`src/rtl/tcd_pkg.sv`:
```
package tcd_pkg;

  localparam int FRAME_BITS = 59;
  localparam logic [7:0] TRAILER = 8'b0111_1110;

  typedef enum logic [1:0] {
    EV_DATA = 2'd0,
    EV_MARK = 2'd1,
    EV_ERR  = 2'd2
  } ev_kind_t;

  typedef struct packed {
    logic [7:0] year;
    logic [4:0] month;
    logic [5:0] mday;
    logic [2:0] wday;
    logic [5:0] hour;
    logic [6:0] minute;
  } tod_t;

  // Bit for second s (1..59) sits at index FRAME_BITS - s.
  function automatic tod_t unpack_fields(input logic [FRAME_BITS-1:0] v);
    tod_t f;
    f.year   = v[42:35];
    f.month  = v[34:30];
    f.mday   = v[29:24];
    f.wday   = v[23:21];
    f.hour   = v[20:15];
    f.minute = v[14:8];
    return f;
  endfunction

  function automatic logic trailer_ok(input logic [FRAME_BITS-1:0] v);
    return v[7:0] == TRAILER;
  endfunction

endpackage

```
`src/rtl/tcd_glitch_filter.sv`:
```
module tcd_glitch_filter #(
  parameter int GLITCH_TICKS = 20
) (
  input  logic clk,
  input  logic rst_n,
  input  logic tick,
  input  logic raw,
  output logic level
);
  localparam int CW = $clog2(GLITCH_TICKS + 1);

  logic          s1, s2;
  logic [CW-1:0] run;

  always_ff @(posedge clk or negedge rst_n) begin
    if (!rst_n) begin
      s1    <= 1'b1;
      s2    <= 1'b1;
      level <= 1'b1;
      run   <= '0;
    end else begin
      s1 <= raw;
      s2 <= s1;
      if (tick) begin
        if (s2 == level) begin
          run <= '0;
        end else if (run == CW'(GLITCH_TICKS - 1)) begin
          level <= s2;
          run   <= '0;
        end else begin
          run <= run + 1'b1;
        end
      end
    end
  end


  filt_hold_chk: assert property (@(posedge clk) disable iff (!rst_n)
    !tick |=> $stable(level));

endmodule

```
`src/rtl/tcd_second_slicer.sv`:
```
module tcd_second_slicer
  import tcd_pkg::*;
#(
  parameter int DATA_MIN_TICKS   = 80,
  parameter int A_SAMPLE_TICKS   = 150,
  parameter int MARK_MIN_TICKS   = 400,
  parameter int SECOND_END_TICKS = 900
) (
  input  logic     clk,
  input  logic     rst_n,
  input  logic     tick,
  input  logic     level,
  output logic     ev_valid,
  output ev_kind_t ev_kind,
  output logic     ev_bit
);
  localparam int TW = $clog2(SECOND_END_TICKS + 1);

  logic          lvl_d, busy, rose, short_e, mark, abit;
  logic [TW-1:0] t;
  logic          fall_seen;
  logic          sec_end;

  assign fall_seen = tick && !busy && lvl_d && !level;
  assign sec_end   = tick && busy && (t == TW'(SECOND_END_TICKS));

  always_ff @(posedge clk or negedge rst_n) begin
    if (!rst_n) begin
      lvl_d    <= 1'b1;
      busy     <= 1'b0;
      rose     <= 1'b0;
      short_e  <= 1'b0;
      mark     <= 1'b0;
      abit     <= 1'b0;
      t        <= '0;
      ev_valid <= 1'b0;
      ev_kind  <= EV_DATA;
      ev_bit   <= 1'b0;
    end else begin
      ev_valid <= 1'b0;
      if (tick) begin
        lvl_d <= level;
        if (fall_seen) begin
          busy    <= 1'b1;
          t       <= TW'(1);
          rose    <= 1'b0;
          short_e <= 1'b0;
          mark    <= 1'b0;
          abit    <= 1'b0;
        end else if (busy) begin
          t <= t + 1'b1;
          if (level && !rose) begin
            rose <= 1'b1;
            if (t < TW'(DATA_MIN_TICKS)) short_e <= 1'b1;
          end
          if (t == TW'(A_SAMPLE_TICKS)) abit <= ~level;
          if (t == TW'(MARK_MIN_TICKS) && !level) mark <= 1'b1;
          if (sec_end) begin
            busy     <= 1'b0;
            ev_valid <= 1'b1;
            ev_bit   <= abit;
            if (short_e || !level) ev_kind <= EV_ERR;
            else if (mark)         ev_kind <= EV_MARK;
            else                   ev_kind <= EV_DATA;
          end
        end
      end
    end
  end


  ev_pulse_chk: assert property (@(posedge clk) disable iff (!rst_n)
    ev_valid |=> !ev_valid);


  ev_after_end_chk: assert property (@(posedge clk) disable iff (!rst_n)
    sec_end |=> ev_valid && !busy);

endmodule

```
`src/rtl/tcd_frame_builder.sv`:
```
module tcd_frame_builder
  import tcd_pkg::*;
#(
  parameter int TIMEOUT_TICKS = 61000
) (
  input  logic     clk,
  input  logic     rst_n,
  input  logic     tick,
  input  logic     ev_valid,
  input  ev_kind_t ev_kind,
  input  logic     ev_bit,
  output tod_t     fields,
  output logic     valid,
  output logic     in_sync,
  output logic     sync_lost,
  output logic     code_err
);
  localparam int MW = $clog2(TIMEOUT_TICKS + 1);
  localparam int NW = $clog2(FRAME_BITS + 1);

  logic [FRAME_BITS-1:0] sr;
  logic [NW-1:0]         cnt;
  logic [MW-1:0]         tmo;
  logic ev_mark, ev_data, ev_err, frame_full, accept, tmo_hit;

  assign ev_mark    = ev_valid && (ev_kind == EV_MARK);
  assign ev_data    = ev_valid && (ev_kind == EV_DATA);
  assign ev_err     = ev_valid && (ev_kind == EV_ERR);
  assign frame_full = (cnt == NW'(FRAME_BITS));
  assign accept     = ev_mark && in_sync && frame_full && trailer_ok(sr);
  assign tmo_hit    = !ev_mark && tick && in_sync && (tmo == MW'(TIMEOUT_TICKS - 1));

  always_ff @(posedge clk or negedge rst_n) begin
    if (!rst_n) begin
      sr        <= '0;
      cnt       <= '0;
      tmo       <= '0;
      fields    <= '0;
      valid     <= 1'b0;
      in_sync   <= 1'b0;
      sync_lost <= 1'b0;
      code_err  <= 1'b0;
    end else begin
      valid <= 1'b0;
      if (ev_err) begin
        code_err <= 1'b1;
        in_sync  <= 1'b0;
      end
      if (ev_mark) begin
        if (in_sync) begin
          if (!frame_full)  sync_lost <= 1'b1;
          else if (!accept) code_err  <= 1'b1;
        end
        if (accept) begin
          fields    <= unpack_fields(sr);
          valid     <= 1'b1;
          sync_lost <= 1'b0;
          code_err  <= 1'b0;
        end
        in_sync <= 1'b1;
        cnt     <= '0;
      end
      if (ev_data && in_sync) begin
        if (frame_full) begin
          sync_lost <= 1'b1;
          in_sync   <= 1'b0;
        end else begin
          sr  <= {sr[FRAME_BITS-2:0], ev_bit};
          cnt <= cnt + 1'b1;
        end
      end
      if (ev_mark) begin
        tmo <= '0;
      end else if (tmo_hit) begin
        in_sync   <= 1'b0;
        sync_lost <= 1'b1;
        tmo       <= '0;
      end else if (tick && in_sync) begin
        tmo <= tmo + 1'b1;
      end
    end
  end


  valid_locked_chk: assert property (@(posedge clk) disable iff (!rst_n)
    valid |-> in_sync);


  valid_clean_chk: assert property (@(posedge clk) disable iff (!rst_n)
    valid |-> !sync_lost && !code_err);


  fields_move_chk: assert property (@(posedge clk) disable iff (!rst_n)
    !$stable(fields) |-> valid);


  timeout_drop_chk: assert property (@(posedge clk) disable iff (!rst_n)
    tmo_hit |=> !in_sync && sync_lost);

endmodule

```
`src/rtl/timecode_decoder.sv`:
```
module timecode_decoder
  import tcd_pkg::*;
#(
  parameter int GLITCH_TICKS     = 20,
  parameter int DATA_MIN_TICKS   = 80,
  parameter int A_SAMPLE_TICKS   = 150,
  parameter int MARK_MIN_TICKS   = 400,
  parameter int SECOND_END_TICKS = 900,
  parameter int TIMEOUT_TICKS    = 61000
) (
  input  logic       clk,
  input  logic       rst_n,
  input  logic       tick,
  input  logic       carrier,
  output logic [7:0] year_o,
  output logic [4:0] month_o,
  output logic [5:0] mday_o,
  output logic [2:0] wday_o,
  output logic [5:0] hour_o,
  output logic [6:0] minute_o,
  output logic       valid_o,
  output logic       in_sync_o,
  output logic       sync_lost_o,
  output logic       code_err_o
);
  logic     level;
  logic     ev_valid, ev_bit;
  ev_kind_t ev_kind;
  tod_t     fields;

  tcd_glitch_filter #(.GLITCH_TICKS(GLITCH_TICKS)) u_filt (
    .clk(clk), .rst_n(rst_n), .tick(tick), .raw(carrier), .level(level)
  );

  tcd_second_slicer #(
    .DATA_MIN_TICKS(DATA_MIN_TICKS), .A_SAMPLE_TICKS(A_SAMPLE_TICKS),
    .MARK_MIN_TICKS(MARK_MIN_TICKS), .SECOND_END_TICKS(SECOND_END_TICKS)
  ) u_slice (
    .clk(clk), .rst_n(rst_n), .tick(tick), .level(level),
    .ev_valid(ev_valid), .ev_kind(ev_kind), .ev_bit(ev_bit)
  );

  tcd_frame_builder #(.TIMEOUT_TICKS(TIMEOUT_TICKS)) u_frame (
    .clk(clk), .rst_n(rst_n), .tick(tick),
    .ev_valid(ev_valid), .ev_kind(ev_kind), .ev_bit(ev_bit),
    .fields(fields), .valid(valid_o), .in_sync(in_sync_o),
    .sync_lost(sync_lost_o), .code_err(code_err_o)
  );

  assign year_o   = fields.year;
  assign month_o  = fields.month;
  assign mday_o   = fields.mday;
  assign wday_o   = fields.wday;
  assign hour_o   = fields.hour;
  assign minute_o = fields.minute;

endmodule

```
`config.mk`:
```
export PLATFORM = sky130hd
export DESIGN_NAME = timecode_decoder
export DESIGN_NICKNAME = d
export VERILOG_FILES = /design/src/rtl/tcd_pkg.sv /design/src/rtl/tcd_glitch_filter.sv /design/src/rtl/tcd_second_slicer.sv /design/src/rtl/tcd_frame_builder.sv /design/src/rtl/timecode_decoder.sv
export SDC_FILE = /design/constraint.sdc
export NUM_CORES = 1
export LEC_CHECK = 0
export BUFFER_PORTS_ARGS = -buffer_cell sky130_fd_sc_hd__clkbuf_2
export CAP_MARGIN = 10
export CELL_PAD_IN_SITES_DETAIL_PLACEMENT = 1
export CELL_PAD_IN_SITES_GLOBAL_PLACEMENT = 1
export CORE_ASPECT_RATIO = 1.1
export CORE_MARGIN = 4
export CORE_UTILIZATION = 53
export DETAILED_ROUTE_END_ITERATION = 6
export PLACE_DENSITY = 0.91
export SLEW_MARGIN = 10
export SYNTH_ARGS = -nofsm -noshare
export SYNTH_HDL_FRONTEND = slang
export SYNTH_SLANG_ARGS = --single-unit
```
`constraint.sdc`:
```
create_clock -name clk -period 3.27 [get_ports clk]
set_input_delay 0.654 -clock clk [delete_from_list [all_inputs] [get_ports clk]]
set_output_delay 0.654 -clock clk [all_outputs]
set_load 0.005 [all_outputs]
```
==> results.txt, run 1 <==
Clock tree synthesis selected as its root buffer the cell clkbuf_16. The width of the die works out to 108.7 µm. Across the VDD grid, the largest voltage drop is 0.4370 mV. Type of the tightest min-delay check: primary input to flip-flop.

Setup repair after global routing left no endpoint under its margin. The tools report the all-layer global routing usage as 0.2671. The number of gates resized after CTS was 0.

Detailed-route vias per instance: 6.094. The maximum single-stage delay on the critical path is 920 ps, and the count of mapped cells out of synthesis is 466. The main flop type after synthesis is dfrtp_1. The multiplexer area fraction after synthesis was 0.1913; the count of boundary I/O pins was 43.

Timing would allow up to 348.8 MHz. After synthesis, the largest family of logic cells by area is multiplexers. The synthesized-area fraction occupied by adder cells is 0.01270.

The ratio of final minimum period to clock period is 0.8767, and the number of distinct library cells after synthesis is 52. The analysis attributes to cell leakage a power of 3.386 nW. Yosys printed 0 warnings.

At the worst endpoint, the required time is 3560 ps. Yosys mapped a number of flops with a built-in enable equal to 0. The worst slew margin relative to its limit is 0.3656.

Counting every net in the synthesized netlist gives 476. The clock period could shrink to 2867 ps. Before antenna repair, the detailed router went through 5 iterations. The compound-gate portion of the synthesized area was 0.07196; the number of antenna violations at the first check in global routing was 0. For this design the ratio of total power to cell area is 644.7 nW/µm². The first routing iteration left 278 violations. The full die area was 12910 µm²; the site row count was 40. Setup violations remaining at the end of the flow were counted as 0. The transition at the pin with the smallest max-transition slack was 951.6 ps.

Data on the critical path arrives at its endpoint at 3160 ps. The met3 track demand over resource in global routing came out at 0.06445. TritonCTS built the clock tree. For the detailed-route wire length, the log shows 15850 µm. CTS H-tree depth: 4.

The critical path in this run is classified as flip-flop to flip-flop. The first global-routing pass estimated 26130 µm of wire. STA classifies the critical path startpoint as a flip-flop. The deepest clock path buffer count was 2; the clock slew at the register clock pins of the worst setup and hold paths was 60 ps. The cell family with the largest share of critical-path delay is simple AND/OR/NAND/NOR gates.

In this run the remaining antenna-violating nets after routing total 0. The global-route met1 utilization was 0.3097; the average wire per cell in the routed design was 23.59 µm. For the count of fill cells added during filler insertion, the log shows 1107.

The count of endpoints failing hold in the final timing report is 0. The logs give 0.8260 for the placer congestion estimate and 0.5419 for the starting density of the core. The worst clock skew was 20.94 ps. The fraction of final layout cells with drive strength greater than 1 was 0.3333.

After synthesis, the mean cell area works out to 12.69 µm². The met2 capacity usage during global routing was 0.4652. The critical path goes through ha_1 -> and4b_1 -> nand2_1 -> or4_2 -> buf_4 -> mux2_4. The number of buffers and inverters on the critical path works out to 1.

Buffers inserted to repair hold after CTS numbered 0. The number of setup buffers added after CTS is 0. The tools report the number of sinks on the clock net as 132.

The logs give 0 for the count of inserted antenna diode cells and 5912 µm² for the post-synthesis instance area. The post-synthesis share of cell area spent on xor and xnor gates came out at 0.01630. Number of synthesized register bits: 132.

The library cell contributing the largest single delay on the critical path was or4_2. met2 is the most crowded layer. The vertical die dimension is 118.8 µm. The standard cell core area came out at 10910 µm².

The flow ran to the end, and the final reports show no timing, DRC or antenna violations. The number of input and output port buffers inserted was 42; the count of maximum capacitance violations was 0. The post-route core utilization was 0.6369.

In this run, CTS created clock tree buffers numbering 17. The run gives 0 as the remaining global-route overflow. Compared with the post-synthesis result, the final layout area differs by 17.54%. The net count of the finished layout is 522. The fraction of synthesis flops using an asynchronous set or reset pin works out to 1.000.

Once detailed placement completed, the half-perimeter wirelength came to 9668 µm. The logs give 3308 µm² for the combined flip-flop and latch cell area and 0 for the total DRC errors in the routed layout. The post-synthesis sequential area ratio is 0.5596. The share of synthesized cell area in and, or, nand and nor gates was 0.1179; the via count of the first global-routing pass was 4604. The clock latency at the later pin of the worst-skew pair is 430 ps, and the top fanout value on the critical path is 14. Entering global routing, the biggest net connects 78 pins. The logs give 0 for the number of pins exceeding their max-slew limit in the final report and 2437 µm² for the combined area of the multi-input logic cells. For this block, the via count after detailed routing is 4095. STA classifies the critical path endpoint as a flip-flop. The run gives 0 ps as the final-layout setup total negative slack.
[layout make-up]
class	count	area share
Multi-Input combinational cell	297	0.3507
Tap cell	147	0.02647
Clock inverter	12	0.03223
Timing Repair Buffer	51	0.04033
Clock buffer	20	0.06716
Inverter	13	0.007022
Sequential cell	132	0.4761
[registers in the layout, summed over array words and instances, names as in the netlist]
signal / flops
u_slice.lvl_d: 1
u_frame.sync_lost: 1
u_frame.fields: 35
u_slice.t: 10
u_frame.code_err: 1
u_frame.cnt: 6
u_slice.ev_bit: 1
u_filt.run: 5
u_slice.busy: 1
u_filt.level: 1
u_frame.in_sync: 1
u_slice.ev_valid: 1
u_slice.abit: 1
u_frame.sr: 43
u_filt.s2: 1
u_frame.tmo: 16
u_frame.valid: 1
u_slice.ev_kind: 2
u_filt.s1: 1
u_slice.mark: 1
u_slice.short_e: 1
u_slice.rose: 1
[metal layers]
layer | vias up | wire (µm)
met3 | 43 | 593
li1 | 1790 | -
met5 | - | 0
met2 | 148 | 8726
met4 | 0 | 519
met1 | 2114 | 6015
[cells by family after synthesis]
logic type	after synthesis
flip-flops	132
AND/OR/NAND/NOR	123
multiplexers	91
AO/OA/AOI/OAI	66
buffers and inverters	37
XOR/XNOR	11
adder cells (fa/ha/maj)	6
[synth_stat cells (all sizes together), types with 2 or more instances]
| library cell | instances | area [µm²] |
|---|---|---|
| a2111oi | 2 | 17.52 |
| a211oi | 2 | 15.01 |
| a21oi | 11 | 55.05 |
| a31oi | 21 | 131.4 |
| a32o | 2 | 20.02 |
| a41oi | 3 | 26.28 |
| and3 | 5 | 31.28 |
| and3b | 2 | 17.52 |
| and4 | 3 | 26.28 |
| buf | 13 | 88.83 |
| clkbuf | 11 | 41.29 |
| dfrtp | 128 | 3203 |
| dfstp | 4 | 105.1 |
| ha | 6 | 75.07 |
| inv | 13 | 48.80 |
| mux2 | 86 | 1081 |
| mux2i | 5 | 50.05 |
| nand2 | 27 | 101.4 |
| nand2b | 6 | 37.54 |
| nand3 | 18 | 90.09 |
| nand3b | 5 | 37.54 |
| nand4 | 6 | 37.54 |
| nand4b | 3 | 26.28 |
| nand4bb | 5 | 56.30 |
| nor2 | 25 | 101.4 |
| nor3 | 3 | 15.01 |
| nor4 | 3 | 18.77 |
| o21ai | 12 | 60.06 |
| o22ai | 3 | 18.77 |
| o2bb2ai | 2 | 17.52 |
| o31ai | 2 | 15.01 |
| or3 | 2 | 12.51 |
| or4 | 5 | 41.29 |
| or4b | 2 | 20.02 |
| xnor2 | 8 | 70.07 |
| xor2 | 3 | 26.28 |
[metrics by stage]
| step | instance area [µm²] | hold slack (ps) | total power (W) | std cells | setup WS, ps |
|---|---|---|---|---|---|
| finish | 6949 | 317.3 | 0.004480 | 672 | 403.2 |
| global route | 6949 | 301.5 | 0.004657 | 672 | 310.5 |
| CTS | 6949 | 301.2 | 0.004510 | 672 | 435.0 |
| detailed placement | 6259 | 350.3 | 0.002264 | 640 | 495.7 |
| global placement | 6259 | 347.6 | 0.002209 | 640 | 664.7 |
| floorplan | 5912 | 345.2 | 0.002112 | 466 | 1156 |
[power by group]
group / leakage [nW] / internal (W) / switching [W] / total, W
Combinational: 1.26 / 0.000141 / 0.000221 / 0.000362
Clock: 0.337 / 0.00149 / 0.000731 / 0.00222
Sequential: 1.79 / 0.00174 / 0.000150 / 0.00189
[worst paths after layout]
path	from	end	slack, ps	depth (start not counted)
max	u_frame.cnt[1]	u_frame.fields[0]	400	6
min	carrier	u_filt.s1	320	1
max reg2reg	u_frame.cnt[1]	u_frame.fields[0]	400	6
min reg2reg	u_filt.s1	u_filt.s2	360	0
max in group asynchronous	rst_n	u_frame.tmo[3]	2000	2
min in group asynchronous	rst_n	u_frame.sr[26]	370	1
[layout by cell type, fill, tap and decap left out, types with 4 or more instances in the layout]
cell / count
dfrtp_1: 128
nand4bb_1: 5
nand3_1: 18
clkbuf_2: 41
a31oi_1: 21
mux2i_1: 5
buf_4: 10
a21oi_1: 10
nand2b_1: 6
and3_1: 5
mux2_2: 53
xnor2_1: 8
clkbuf_16: 17
o21ai_0: 12
inv_1: 13
ha_1: 6
nand2_1: 27
nand3b_1: 5
nor2_1: 24
mux2_4: 30
dfstp_2: 4
bufinv_16: 6
nand4_1: 6
Power figures use the tool's default switching activity.
==> inputs of run 2 (changes only) <==
- REMOVE_ABC_BUFFERS: not set -> 1
==> results.txt, run 2 (synthesis results as in run 1) <==
The detailed-route vias per instance works out to 6.190 (+1.6%). The deepest clock path buffer count was 2 (unchanged); the standard cell core area was 10910 µm² (unchanged). For the net count of the finished layout, the log shows 519 (-0.57%). The startpoint-to-endpoint class of the critical path was flip-flop to flip-flop. The count of maximum capacitance violations came out at 0 (unchanged). The via count of the first global-routing pass is 4653 (+1.1%), and the clock slew at the register clock pins of the worst setup and hold paths is 60 ps (about the same). The final critical-path required period works out to 2937 ps (+70.48 ps). The maximum ir drop on the vdd rail is 0.3418 mV (-22%), and the number of antenna violations at the first check in global routing is 0 (unchanged). Worst slew margin relative to its limit: 0.4004 (+0.03476).

The full die area was 12910 µm² (unchanged); the number of clock buffers inserted by TritonCTS was 17 (unchanged). The tools report the number of gates given a new drive strength after cts as 0 (unchanged). Startpoint type of the worst setup path: a flip-flop. The top fanout value on the critical path came out at 28 (+14). The largest registers in the layout are u_frame.sr x43, u_frame.fields x35, u_frame.tmo x16. The combined flip-flop and latch cell area is 3308 µm² (unchanged), and the quantity of hold-fixing buffers added after cts is 0 (unchanged). The number of buffers and inverters on the critical path came out at 1 (unchanged). In this run the clock root is driven by a clkbuf_16. Maximum single-stage delay on the critical path: 860 ps (-60 ps). The starting density of the core is 0.5419 (unchanged). The number of sinks on the clock net is 132 (unchanged).

Area growth from synthesis to layout: 16.21%. The post-route core utilization is 0.6297 (-0.007225). For the number of pins exceeding their max-slew limit in the final report, the log shows 0 (unchanged).

The power per unit of standard cell area works out to 621.4 nW/µm² (-3.6%). The run gives 43 (unchanged) as the count of boundary I/O pins. The total DRC errors in the routed layout was 0 (unchanged). The iteration count of the initial detailed-routing pass came out at 4 (-1). In this run the critical register-to-register path is captured at u_frame.fields[22]. The transition at the pin with the smallest max-transition slack was 899.4 ps (-52.14 ps); the fraction of final layout cells with drive strength greater than 1 was 0.3186 (-0.01472). The run finished with clean final reports. The count of cells along the worst register-to-register path is 6 (unchanged), and the maximum number of pins on one net before global-route repair is 59 (-24%).

In this design, the largest share of critical-path delay is due to simple AND/OR/NAND/NOR gates. The total leakage power was 3.326 nW (-1.8%). The worst clock skew is 10.69 ps (-10.25 ps), and the post-CTS setup-driven buffer insertion count is 0 (unchanged). The tools report the launch instance of the worst register-to-register path as u_frame.cnt[1]. The run gives 6261 µm² (about the same) as the cell area reported after detailed placement. The placer congestion estimate is 0.8343 (+1.0%).

The logs give 4135 (+0.98%) for the total number of vias and 637 (-0.47%) for the number of placed instances, taps included. The count of endpoints failing hold in the final timing report came out at 0 (unchanged). The number of input and output port buffers inserted came out at 42 (unchanged). In the layout the commonest cells are 128 x dfrtp_1, 53 x mux2_2, 41 x clkbuf_2, 30 x mux2_4, 27 x nand2_1. The count of nets left with antenna violations after detail routing is 0 (unchanged). Combined area of the multi-input logic cells: 2437 µm² (unchanged).

All-layer global routing usage: 0.2710 (+0.003841). The critical path endpoint category is a flip-flop. Ratio of final minimum period to clock period: 0.8983 (+0.02155). The width of the die came out at 108.7 µm (unchanged). The run gives 9819 µm (+1.6%) as the placed wire-length estimate. Ranked by flip-flop count, first place goes to u_frame.sr.

The CTS H-tree depth came out at 4 (unchanged). The worst hold path belongs to the class primary input to async pin. The achievable frequency came out at 340.5 MHz (-2.4%).

The average wire per cell in the routed design was 24.23 µm (+2.7%). For the site row count, the log shows 40 (unchanged). The first element of the critical path was u_frame.cnt[1]. Flip-flop count of the largest register after layout: 43 (unchanged). Traced cell by cell, the critical path runs through ha_1 -> and4b_1 -> nand2_1 -> or4_2 -> buf_4 -> mux2_4. The library cell contributing the largest single delay on the critical path was or4_2. The number of standard cells in the final layout excluding fillers is 668 (-0.60%), and the count of inserted antenna diode cells is 0 (unchanged). The arrival time of the worst setup path is 3230 ps (+70 ps). For the summed area of non-filler cells in the final layout, the log shows 6870 µm² (-1.1%). The setup slack of the worst register-to-register path was 330 ps (-70 ps); the count of fill cells added during filler insertion was 1091 (-1.4%). Setup repair after global routing left no endpoint under its margin. Detailed-route wire length: 16190 µm (+2.1%). TritonCTS built the clock tree. For the number of DRC markers after the initial detailed-route iteration, the log shows 263 (-5.4%). The required time reported for the critical path endpoint was 3560 ps (about the same); the vertical die dimension was 118.8 µm (unchanged).

The clock latency at the later pin of the worst-skew pair is 420 ps (about the same). Leaving out fill and tap cells, the most frequent cell in the layout is dfrtp_1. The run gives 0 (unchanged) as the count of endpoints failing setup in the final report. The remaining global-route overflow was 0 (unchanged); the first-pass GRT wire length was 26530 µm (+1.5%).
==> run 2: cell types whose count changed in the layout (fill, tap and decap cells not counted), sizes merged <==
cell and delta:
buf -3, inv -1, clkinvlp +2, bufinv -2, clkinv -3, clkbuf +3
==> run 2: layout make-up <==
type / instances / share of cell area
clock buffer: 23 / 0.06665
clock inverter: 8 / 0.02204
inverter: 13 / 0.007103
multi-input combinational: 297 / 0.3548
sequential: 132 / 0.4815
tap: 147 / 0.02677
timing repair buffer: 48 / 0.04116
==> run 2: how the worst max path moves through the flow <==
stage | end | slack (ps) | cells past startpoint
global placement | u_frame.fields[25] | 620 | 6
detailed placement | u_frame.fields[20] | 460 | 6
global route | u_frame.fields[20] | 290 | 6
floorplan | u_frame.cnt[3] | -760 | 5
CTS | u_frame.fields[20] | 390 | 6
finish | u_frame.fields[22] | 330 | 6
==> run 2: report_power, final <==
part	internal (W)	leakage (nW)	switching [W]
Combinational	0.000144	1.25	0.000237
Clock	0.00129	0.284	0.000694
Sequential	0.00174	1.79	0.000157
Total	0.00318	3.33	0.00109
==> run 2: layer usage <==
layer / GRT usage / up-vias / share of wire
met5: 0 / - / 0
met4: 0.1342 / 0 / 0.041
met3: 0.06281 / 52 / 0.038
met2: 0.4567 / 142 / 0.54
met1: 0.3211 / 2155 / 0.39
li1: - / 1786 / -
==> run 2: stage by stage <==
| step | setup TNS [ps] | total power, W | hold slack, ps | setup slack, ps |
|---|---|---|---|---|
| 2_1_floorplan | -28630 | 0.002102 | 345.2 | -758.3 |
| 3_3_place_gp | 0 | 0.002207 | 355.7 | 615.7 |
| 3_5_place_dp | 0 | 0.002266 | 360.5 | 456.9 |
| 4_1_cts | 0 | 0.004283 | 267.3 | 389.9 |
| 5_1_grt | 0 | 0.004441 | 292.0 | 287.1 |
| 6_report | 0 | 0.004269 | 251.9 | 332.7 |
==> inputs of run 3 (changes only) <==
- SYNTH_HIERARCHICAL: not set -> 1
==> results.txt, run 3 <==
The flow ran to the end, and the final reports show no timing, DRC or antenna violations. The total number of vias is 4309 (+4.2%). Sorting the synthesized cells by how often they occur yields 128 x dfrtp_1, 51 x mux2_2, 31 x mux2_4. The count of endpoints failing hold in the final timing report is 0 (unchanged).

Fraction of final layout cells with drive strength greater than 1: 0.3321 (+0.01346). The run gives 4738 (+1.8%) as the via count of the first global-routing pass. The run gives 0.4687 (+0.01198) as the met2 capacity usage during global routing.

The all-layer global routing usage is 0.2779 (+0.006943). The worst clock skew was 9.338 ps (-1.356 ps). The count of fill cells added during filler insertion came out at 1103 (+1.1%). The width of the die is 109.5 µm (+0.72%). Maximum ir drop on the vdd rail: 0.3273 mV (-4.2%). In this run the clock root is driven by a clkbuf_16. The tools report the number of gates given a new drive strength after cts as 0 (unchanged).

The placed wire-length estimate came out at 10130 µm (+3.1%). The switching power total is 0.0009057 W (-17%). Setup repair after global routing left no endpoint under its margin. For the share of power burned in combinational logic, the log shows 0.037 (-0.052). The global-route met1 utilization is 0.3247 (+0.003604). The met3 track demand over resource in global routing came out at 0.06993 (+0.007123). The worst setup path is of the flip-flop to flip-flop kind.

The library cell used most frequently in the layout, excluding fill and tap cells, is dfrtp_1. Ranked by total cell area, the synthesized netlist is headed by dfrtp_1 53%, mux2_2 9.6%, mux2_4 7.8%. The tools report the count of mapped cells out of synthesis as 474 (+1.7%).

The most instantiated library cell after synthesis is dfrtp_1. The count of inserted antenna diode cells came out at 0 (unchanged). The tools report the net count of the finished layout as 530 (+2.1%). The internal power is 0.003066 W (-3.6%), and the power per unit of standard cell area is 568.8 nW/µm² (-8.5%).

The tools report the count of endpoints failing setup in the final report as 0 (unchanged). TritonCTS built the clock tree. The detailed-route wire length came out at 16860 µm (+4.2%). In this run the critical register-to-register path is launched from u_frame/cnt[0].

The ratio of final minimum period to clock period is 0.8099 (-0.08833). For the quantity of hold-fixing buffers added after cts, the log shows 0 (unchanged). Number of distinct library cells after synthesis: 66 (+27%).

Average wire per cell in the routed design: 24.79 µm (+2.3%). The type of the tightest min-delay check is primary input to async pin. The tools report the total DRC errors in the routed layout as 0 (unchanged). The number of pins exceeding their max-slew limit in the final report is 0 (unchanged), and the count of boundary I/O pins is 43 (unchanged).

STA classifies the critical path startpoint as a flip-flop. The starting density of the core came out at 0.5453 (+0.003483). The total power draw was 0.003971 W (-7.0%); the top fanout value on the critical path was 37 (+32%). The flip-flop count of the largest register after layout is 43 (unchanged).

After global routing, the most crowded layer is met2. The number of synthesized register bits was 132 (unchanged); the clock slew at the register clock pins of the worst setup and hold paths was 60 ps (about the same). The part of the power in registers was 0.432 (-0.013). The transition at the pin with the smallest max-transition slack came out at 966.3 ps (+66.87 ps). Main flop type after synthesis: dfrtp_1. The run gives 0.3557 (-0.04467) as the worst slew margin relative to its limit.

The final critical-path required period was 2648 ps (-288.9 ps). In the layout the commonest cells are 128 x dfrtp_1, 51 x mux2_2, 41 x clkbuf_2, 31 x mux2_4, 24 x nand2_1. The post-synthesis average cell area was 12.67 µm² (-0.15%); the required time reported for the critical path endpoint was 3560 ps (about the same). The switching share of power was 0.2281 (-0.02687). Standard cell core area: 11010 µm² (+0.92%).

The fraction of synthesis flops using an asynchronous set or reset pin came out at 1.000 (unchanged). The deepest clock path buffer count came out at 2 (unchanged). The largest registers in the layout are u_frame/sr x43, u_frame/fields x35, u_frame/tmo x16.

The tools report the post-synthesis instance area as 6005 µm² (+1.6%). The remaining global-route overflow is 0 (unchanged), and the number of sinks on the clock net is 132 (unchanged). The area share of the largest cell type after synthesis was 0.5334 (-0.008354); the placer congestion estimate was 0.8027 (-3.8%).

The run gives 0 ps (unchanged) as the final-layout setup total negative slack. The critical path endpoint category was a flip-flop. The maximum number of pins on one net before global-route repair was 54 (-8.5%); the yosys synthesis warning count was 6 (+6). The run gives 0.532 (+0.067) as the share of power burned in the clock network. The logs give 0 (unchanged) for the count of maximum capacitance violations and 4 (unchanged) for the CTS H-tree depth.

The count of nets left with antenna violations after detail routing is 0 (unchanged), and the number of antenna violations at the first check in global routing is 0 (unchanged). Top register by number of flip-flops: u_frame/sr. The number of DRC markers after the initial detailed-route iteration was 291 (+11%); the clock latency at the later pin of the worst-skew pair was 420 ps (about the same). The combined flip-flop and latch cell area is 3308 µm² (unchanged), and the full die area is 13100 µm² (+1.5%). The iteration count of the initial detailed-routing pass came out at 4 (unchanged). The combined area of the multi-input logic cells is 2512 µm² (+3.1%). The post-CTS setup-driven buffer insertion count was 0 (unchanged).

The achievable frequency was 377.6 MHz (+11%); the number of input and output port buffers inserted was 42 (unchanged). The logs give 40 (unchanged) for the site row count and 27180 µm (+2.4%) for the first-pass GRT wire length. Vertical die dimension: 119.6 µm (+0.73%). The cell type contributing the most total cell area after synthesis was dfrtp_1. The tools report the number of clock buffers inserted by TritonCTS as 17 (unchanged). The number of synthesized flops with an enable pin was 0 (unchanged); the post-synthesis sequential area ratio was 0.5509 (-0.008629). The detailed-route vias per instance is 6.337 (+2.4%). The area growth from synthesis to layout works out to 16.27% (about the same).

The tools report the total leakage power as 3.474 nW (+4.4%). The arrival time of the worst setup path is 2940 ps (-290 ps). The critical path starts at u_frame/cnt[0].
==> run 3: changes by cell type after synthesis, sizes merged, moves of 4 or more <==
cell and change:
or4 -4, xnor2 -5, a22o +4, nor3 +6, xor2 +5, nor2b +4, inv +5, nor2 -4
==> run 3: power groups by stage <==
| stage | Combinational (W) | Sequential [W] | Clock (W) |
|---|---|---|---|
| 6_report | 0.000146 | 0.00171 | 0.00211 |
| 5_1_grt | 0.000161 | 0.00172 | 0.00222 |
| 4_1_cts | 0.000147 | 0.00171 | 0.00213 |
| 3_5_place_dp | 0.000140 | 0.00174 | 0 |
| 3_3_place_gp | 0.000127 | 0.00173 | 0 |
| 2_1_floorplan | 0.0000704 | 0.00172 | 0 |
==> run 3: final cells by class <==
type,instances,share of cell area
Clock buffer,20,0.06254
Clock inverter,12,0.02903
Inverter,18,0.009677
Multi-Input combinational cell,303,0.3599
Sequential cell,132,0.4738
Tap cell,147,0.02634
Timing Repair Buffer,48,0.03871
==> run 3: cells by family after synthesis <==
| logic type | count (synthesis) | synth area share |
|---|---|---|
| adders and majority gates | 6 | 0.01250 |
| buffers and inverters | 39 | 0.03063 |
| AOI/OAI and AO/OA | 75 | 0.08356 |
| and+or+nand+nor | 126 | 0.1267 |
| xor gates and xnor gates | 11 | 0.01730 |
| muxes | 85 | 0.1784 |
| DFF | 132 | 0.5509 |
==> run 3: final timing paths <==
| path | end | slack (ps) | cells past startpoint |
|---|---|---|---|
| setup / recovery | u_frame/fields[15] | 620 | 5 |
| max in group asynchronous | u_frame/fields[17] | 2090 | 2 |
| setup reg to reg | u_frame/fields[15] | 620 | 5 |
| min in group clk | u_filt/s1 | 320 | 1 |
| hold / removal | u_filt/run[1] | 250 | 1 |
| hold reg to reg | u_filt/s2 | 360 | 0 |
==> run 3: routing by layer <==
layer / up-vias / wire (µm)
met4: 0 / 864
met5: - / 0
met1: 2213 / 6292
met2: 192 / 8880
li1: 1834 / -
met3: 70 / 821
==> run 3: worst max-delay path, cell delays in order (launching register included) <==
cell	delay, ps
dfrtp_1	460
ha_1	280
nand4b_1	340
nor2_1	450
nand2_4	470
mux2_2	480
==> run 3: stage by stage <==
stage | hold slack [ps] | std cells | utilization | worst slack, ps | cell area [µm²]
after floorplan | 345.2 | 453 | - | 1153 | 5888
after CTS | 256.8 | 680 | 0.6341 | 687.4 | 6982
after detailed placement | 350.4 | 648 | 0.5760 | 900.2 | 6342
final | 246.2 | 680 | 0.6341 | 621.6 | 6982
after global routing | 272.0 | 680 | 0.6341 | 571.3 | 6982
after global placement | 350.1 | 648 | 0.5760 | 1076 | 6342
